File: src/rtl/hwm_pkg.sv
package hwm_pkg;

  typedef enum logic [1:0] {
    OP_MUL = 2'b00,
    OP_ACC = 2'b01,
    OP_SUB = 2'b10,
    OP_RSV = 2'b11
  } hwmOp_e;

  // Strobes from the control to the datapath
  typedef struct packed {
    logic s1Load;   // capture product and third operand
    logic s2Load;   // capture high-word result
    logic s2Add;    // stage 2 adds product to shifted operand
    logic s2Sub;    // stage 2 subtracts product from shifted operand
    logic s2Round;  // stage 2 adds half an output unit
  } hwmCtl_t;

endpackage

File: src/rtl/hwm_ctrl.sv
module hwm_ctrl
  import hwm_pkg::*;
(
  input  logic       clk,
  input  logic       rst,
  input  logic       inValid,
  input  logic       inExec,
  input  logic [1:0] inOp,
  input  logic       inRound,
  output hwmCtl_t    ctl,
  output logic       outValid
);

  logic   fire;
  logic   v1Q, v2Q;
  hwmOp_e op1Q;
  logic   rnd1Q;

  assign fire = inValid & inExec;

  always_ff @(posedge clk) begin
    if (rst) begin
      v1Q <= 1'b0;
      v2Q <= 1'b0;
    end else begin
      v1Q <= fire;
      v2Q <= v1Q;
    end
  end

  always_ff @(posedge clk) begin
    if (fire) begin
      op1Q  <= hwmOp_e'(inOp);
      rnd1Q <= inRound;
    end
  end

  always_comb begin
    ctl         = '0;
    ctl.s1Load  = fire;
    ctl.s2Load  = v1Q;
    ctl.s2Round = rnd1Q;
    unique case (op1Q)
      OP_ACC:  ctl.s2Add = 1'b1;
      OP_SUB:  ctl.s2Sub = 1'b1;
      default: ;  // multiply and reserved code
    endcase
  end

  assign outValid = v2Q;

endmodule

File: src/rtl/hwm_datapath.sv
module hwm_datapath
  import hwm_pkg::*;
#(
  parameter int DATA_W = 32
) (
  input  logic              clk,
  input  hwmCtl_t           ctl,
  input  logic [DATA_W-1:0] opA,
  input  logic [DATA_W-1:0] opB,
  input  logic [DATA_W-1:0] opC,
  output logic [DATA_W-1:0] resHi
);

  localparam int PROD_W = 2 * DATA_W;
  localparam logic [PROD_W-1:0] RND_K = PROD_W'(1) << (DATA_W - 1);

  logic [PROD_W-1:0] extA, extB, prodComb;
  logic [PROD_W-1:0] prodQ;
  logic [DATA_W-1:0] opCQ;
  logic [PROD_W-1:0] shifted, combined, rounded;
  logic [DATA_W-1:0] resQ;

  // Stage 1: sign-extend and multiply; the low 2W bits equal the signed product
  assign extA     = {{DATA_W{opA[DATA_W-1]}}, opA};
  assign extB     = {{DATA_W{opB[DATA_W-1]}}, opB};
  assign prodComb = extA * extB;

  always_ff @(posedge clk) begin
    if (ctl.s1Load) begin
      prodQ <= prodComb;
      opCQ  <= opC;
    end
  end

  // Stage 2: combine, round, take high word
  assign shifted = {opCQ, {DATA_W{1'b0}}};

  always_comb begin
    if (ctl.s2Sub)      combined = shifted - prodQ;
    else if (ctl.s2Add) combined = shifted + prodQ;
    else                combined = prodQ;
    rounded = combined + (ctl.s2Round ? RND_K : '0);
  end

  always_ff @(posedge clk) begin
    if (ctl.s2Load) resQ <= rounded[PROD_W-1:DATA_W];
  end

  assign resHi = resQ;

endmodule

File: src/rtl/hiword_mac_unit.sv
module hiword_mac_unit
  import hwm_pkg::*;
#(
  parameter int DATA_W = 32
) (
  input  logic              clk,
  input  logic              rst,
  input  logic              inValid,
  input  logic              inExec,
  input  logic [1:0]        inOp,
  input  logic              inRound,
  input  logic [DATA_W-1:0] inA,
  input  logic [DATA_W-1:0] inB,
  input  logic [DATA_W-1:0] inC,
  output logic              outValid,
  output logic [DATA_W-1:0] outResult
);

  hwmCtl_t           ctl;
  logic [DATA_W-1:0] resHi;

  hwm_ctrl ctrl_i (
    .clk      (clk),
    .rst      (rst),
    .inValid  (inValid),
    .inExec   (inExec),
    .inOp     (inOp),
    .inRound  (inRound),
    .ctl      (ctl),
    .outValid (outValid)
  );

  hwm_datapath #(.DATA_W(DATA_W)) dp_i (
    .clk   (clk),
    .ctl   (ctl),
    .opA   (inA),
    .opB   (inB),
    .opC   (inC),
    .resHi (resHi)
  );

  assign outResult = outValid ? resHi : '0;

endmodule

File: config.mk
export PLATFORM = sky130hd
export DESIGN_NAME = hiword_mac_unit
export DESIGN_NICKNAME = d
export VERILOG_FILES = /design/src/rtl/hwm_pkg.sv /design/src/rtl/hwm_ctrl.sv /design/src/rtl/hwm_datapath.sv /design/src/rtl/hiword_mac_unit.sv
export SDC_FILE = /design/constraint.sdc
export NUM_CORES = 2
export LEC_CHECK = 0
export ABC_AREA = 1
export BUFFER_PORTS_ARGS = -buffer_cell sky130_fd_sc_hd__buf_2
export CAP_MARGIN = 10
export CORE_MARGIN = 1
export CORE_UTILIZATION = 24
export DETAILED_ROUTE_END_ITERATION = 8
export MAX_ROUTING_LAYER = met4
export SLEW_MARGIN = 20
export SYNTH_ARGS = -nofsm -noshare
export SYNTH_HDL_FRONTEND = slang
export SYNTH_HIERARCHICAL = 1
export SYNTH_SLANG_ARGS = --single-unit
File: constraint.sdc
create_clock -name clk -period 23.6 [get_ports clk]
set_input_delay 2.36 -clock clk [delete_from_list [all_inputs] [get_ports clk]]
set_output_delay 2.36 -clock clk [all_outputs]
set_load 0.02 [all_outputs]
* Word-level counts from Yosys, hierarchy flattened
Index checks and enable logic that the tools add are counted.
** Cells by class
- Bitwise operators :: 1
- Multipliers :: 1
- Add/subtract/negate cells :: 3
- Equality and inequality tests :: 2
- Multiplexer cells :: 6
** Operators by type and width (number)
- 64-bit adder :: 2
- 64-bit two-way mux :: 2
- 32-bit by 32-bit multiplier with 64-bit output :: 1
- 32-bit two-way mux :: 2
- 64-bit subtractor :: 1
- 2-bit by 1-bit equality test with 1-bit output, second input constant :: 1
- 2-bit equality test, second input constant :: 1
- 1-bit two-way mux :: 2
- 1-bit AND :: 1
** Storage, ports and cells
- Bits in registers :: 133
- Input bits :: 103
- Output and inout port bits :: 33
- Logic and storage cells :: 20

* Depth between registers and ports, before layout
- Word-level depth :: 5
- Depth in mapped cells :: 31
- Gate-level depth less buffers :: 30

* Modules after synthesis
The synthesis kept the hierarchy.
** By module, submodules not included
- hwm_datapath :: area an instance 48891.9 um^2, cells each 6350, instances 1, seq. area each 3843.7 um^2
- hiword_mac_unit :: area an instance 274.0 um^2, cells each 67, instances 1, seq. area each 0.0 um^2
- hwm_ctrl :: area an instance 188.9 um^2, cells each 17, instances 1, seq. area each 130.1 um^2

* Worst setup path after synthesis
OpenSTA, ideal clock, no wires.
- Kind :: input-to-reg
- Start point :: input inA[31]
- End point :: register dp_i.prodQ[61], data pin
- Cell stages on the path :: 27
- Data arrival time :: 9097 ps
- Data required time :: 23340 ps
- Path buffers :: 1
- Library setup time :: 260 ps
- Path slack :: 14243 ps
- Cell sequence :: clkbuf_1 -> nand2_1 -> inv_1 -> fa_1 -> inv_1 -> fa_1 -> inv_1 -> fa_1 -> fa_1 -> inv_1 -> fa_1 -> inv_1 -> fa_1 -> inv_1 -> fa_1 -> fa_1 -> inv_1 -> ha_1 -> a21oi_1 -> inv_1 -> a31oi_1 -> o21ai_0 -> a221oi_1 -> o21ai_0 -> nand2_1 -> nand2_1 -> xor2_1
** On the way
- Cells in the longest elaborated chain, start to end :: 1
** RTL lines
- start, declared :: line hiword_mac_unit.sv:12 : input logic [DATA_W-1:0] inA,
- 32-bit by 32-bit multiplier with 64-bit output :: line hwm_datapath.sv:26 : assign prodComb = extA * extB;
- net dp_i.prodComb[61] :: line hwm_datapath.sv:17 : logic [PROD_W-1:0] extA, extB, prodComb;
- end signal, assigned :: line hwm_datapath.sv:30 : prodQ <= prodComb;
- end, declared :: line hwm_datapath.sv:18 : logic [PROD_W-1:0] prodQ;
The timed path passes the listed nets, and every way through them passes these cells.
A chain may end at the register's enable or synchronous reset.

* Worst setup path after layout
Same ends and word-level chain as after synthesis.

==> summary.md <==
| Metric | Value |
|---|---|
| Status | complete, no violations |
| Layout cells sized above 1 | 0.0490 |
| DR iter-0 viols | ~2800 |
| Critical Path Source Type | primary input |
| Die H | 455 um |
| Worst EP required | 23.83 ns |
| WHS | 0.707 ns |
| Post-detailed-route count of antenna-violating nets | 0 |
| Commonest non-fill, non-tap cell in the layout | inv_1 |
| TritonCTS clock tree | yes |
| Seq. cell area | about 4000 um^2 |
| Buffers on Ports | 135 |
| Post-CTS Setup Repair Bufs | 0 |
| Post-synth EDFFs | 131 |
| Layout Cells excl Fill | 9104 |
| Core Footprint | 205000 um^2 |
| Crit path from | inA[31] |
| Maximum clock frequency | 98.0 MHz |
| Synth Register Bits | 133 |
| Reg2Reg Depth | 17 |
| Pre-CTS setup slack | 12.90 ns |
| Inst Count DP | 9061 |
| Post-route DRC | 0 |
| Final hold viol count | 0 |
| Avg WL per Cell | ~18 um |
| Clk slew on worst S/H paths | about 0.070 ns |
| Total CTS buffers | 17 |
| Final Skew | 0.0381 ns |
| DRT Pass-1 Iters | 6 |
| Worst-Skew Late Latency | approximately 0.50 ns |
| CTS sink cnt | about 130 |
| Final GP Congestion | 0.985 |
| Layout area overhead | 8.06% |
| Die Width | 455 um |
| Initial antenna violation count | 15 |
| Starting Density | 0.241 |
| Vias/cell | 4.38 |
| Post-synth top flop | edfxtp_1 |
| CP endpoint | dp_i/prodQ[61] |
| Slew Limit Headroom | 0.257 |
| Die Area | 207000 um^2 |
| H-tree levels | 4 |
| CP top delay family | adder cells |
| Hpwl dp | about 140000 um |
| Multi-input gate area | about 37000 um^2 |
| Clock Path Buffers | 2 |
| Slew Limit Fails | 0 |
| Vias in the first global route | 42300 |
| Rows | 166 |
| Max incr delay on CP | roughly 1.1 ns |
| CP max FO | 32 |
| First-pass GRT wire length | about 250000 um |
| GR Overflow Total | 0 |
| Pin count of the biggest net entering global routing | 62 |
| Unrepaired setup endpoints after global routing | no |
| Most frequent cells in the layout | inv_1, nand2_1, fa_1 |
| Cts-stage hold buffer count | 0 |
| Worst path arrival time | ~10 ns |
| Cell Area, Synth | slightly below 50000 um^2 |
| Period utilization | 0.432 |
| Reg2reg start | dp_i/prodQ[50] |
| Crit-path most repeated cell | fa_1 |
| Syn Area/Cell | 7.67 um^2 |
| Nets | 7825 |
| CP Capture Type | flop |
| Slew @ Worst Pin | 1.11 ns |
| Number of library cell types mapped by synthesis | 50 |
| Max-Cap Viols | 0 |
| Synth warn | 6 |
| Min setup slack post-route | 13.40 ns |
| Register area share after synthesis | 0.0805 |
| Worst R2R End | dp_i/resHi[28] |
| Reg-to-reg setup timing slack | 19.39 ns |
| Hold crit path type | reg -> reg |
| Setup TNS Final | 0 ns |
| Gr usage total | 0.162 |
| Buf/Inv on CP | 7 |
| # setup viols final | 0 |
| Setup CP Type | in -> reg |
| Stages on worst setup path | 25 |
| Post-Route WL | 163000 um |
| DR vias | between 30000 and 40000 |
| Final-layout fill cell count | 22200 |
| Post-Synthesis Cells | 6434 |
| CTS root buf | clkbuf_16 |
| Asr flop ratio synth | 0 |
| Post-CTS Resized | 0 |
| Top Ports | 136 |
| Net Count, Synth | 7867 |
| Final min period | 10.20 ns |
| Crit path max-delay cell type | fa_1 |
## cells in the mapped netlist (5+ instances only)
master / n / area (um^2)
a21o_1: 12 / 90.1
a21oi_1: 169 / 846
a31oi_1: 22 / 138
buf_1: 5 / 18.8
buf_2: 5 / 25.0
buf_4: 14 / 105
buf_6: 5 / 56.3
clkbuf_1: 199 / 747
edfxtp_1: 131 / 3930
fa_1: 1083 / 21700
ha_1: 247 / 3090
inv_1: 1884 / 7070
inv_2: 16 / 60.1
nand2_1: 1691 / 6350
nand2_2: 22 / 138
nand3_1: 186 / 931
nand3_2: 7 / 70.1
nand4_1: 59 / 369
nor2_1: 340 / 1280
nor2_2: 38 / 238
nor2_4: 10 / 113
nor3_1: 23 / 115
nor4_1: 5 / 31.3
o211ai_1: 6 / 45.0
o21a_1: 7 / 52.6
o21ai_0: 89 / 445
o21ai_1: 14 / 70.1
o21bai_1: 13 / 97.6
or2_2: 8 / 50.1
xnor2_1: 39 / 342
xor2_1: 55 / 482
## logic make-up (layout without fill, tap and decap cells)
kind of cell	count (synthesis)	after routing	share of synthesized area
AOI/OAI and AO/OA	346	346	0.0386
xor gates and xnor gates	94	94	0.0167
adders and majority gates	1330	1330	0.502
buffers and inverters	2130	2101	0.164
DFF	133	133	0.0805
other	0	11	0
and+or+nand+nor	2401	2401	0.198
## final cells by class
cell class,count,area share
repair buffers,168,0.0173
multi-input cells,4171,0.699
flip-flops and latches,133,0.0745
diodes,11,0.000516
clock buffers,17,0.00798
clock inverters,15,0.00343
well taps,2688,0.0631
inverters,1901,0.134
## registers in the layout (all words and copies together), names as in the netlist
name / cells
dp_i/prodQ: 64
dp_i/opCQ: 32
dp_i/resHi: 32
ctrl_i/op1Q: 2
ctrl_i/outValid: 1
ctrl_i/rnd1Q: 1
ctrl_i/v1Q: 1
## layer usage
metal  vias to the layer above  GRT usage  routed length, um
met2                      1343      0.269              77300
met3                       178     0.0207              10400
li1                      18300          -                  -
met5                         -          -                  0
met1                     20000      0.210              71600
met4                         0     0.0373               3440
## worst min-delay path, delay by kind of cell, from the launching register on
kind	cells	cell delay, ns
flip-flops	1	0.30
AND/OR/NAND/NOR	1	0.04
buffers and inverters	2	0.33
## stage by stage
| stage | utilization | instance area (um^2) |
|---|---|---|
| after CTS | 0.261 | 53300 |
| after global placement | 0.258 | 52700 |
| final | 0.261 | 53300 |
| after detailed placement | 0.258 | 52700 |
| after floorplan | - | 49400 |
| after global routing | 0.261 | 53300 |
## worst min path at each step
stage / from / slack, ns / endpoint / depth (start not counted)
6_report: ctrl_i/v1Q / 0.71 / ctrl_i/outValid / 3
3_3_place_gp: ctrl_i/v1Q / 0.71 / ctrl_i/outValid / 3
5_1_grt: ctrl_i/v1Q / 0.77 / dp_i/resHi[0] / 1
4_1_cts: ctrl_i/v1Q / 0.72 / ctrl_i/outValid / 3
2_1_floorplan: ctrl_i/v1Q / 0.40 / ctrl_i/outValid / 2
3_5_place_dp: ctrl_i/v1Q / 0.71 / ctrl_i/outValid / 3
Power is not shown: default switching activity piles up to over one toggle a cycle in this logic, so the estimate is an artifact.
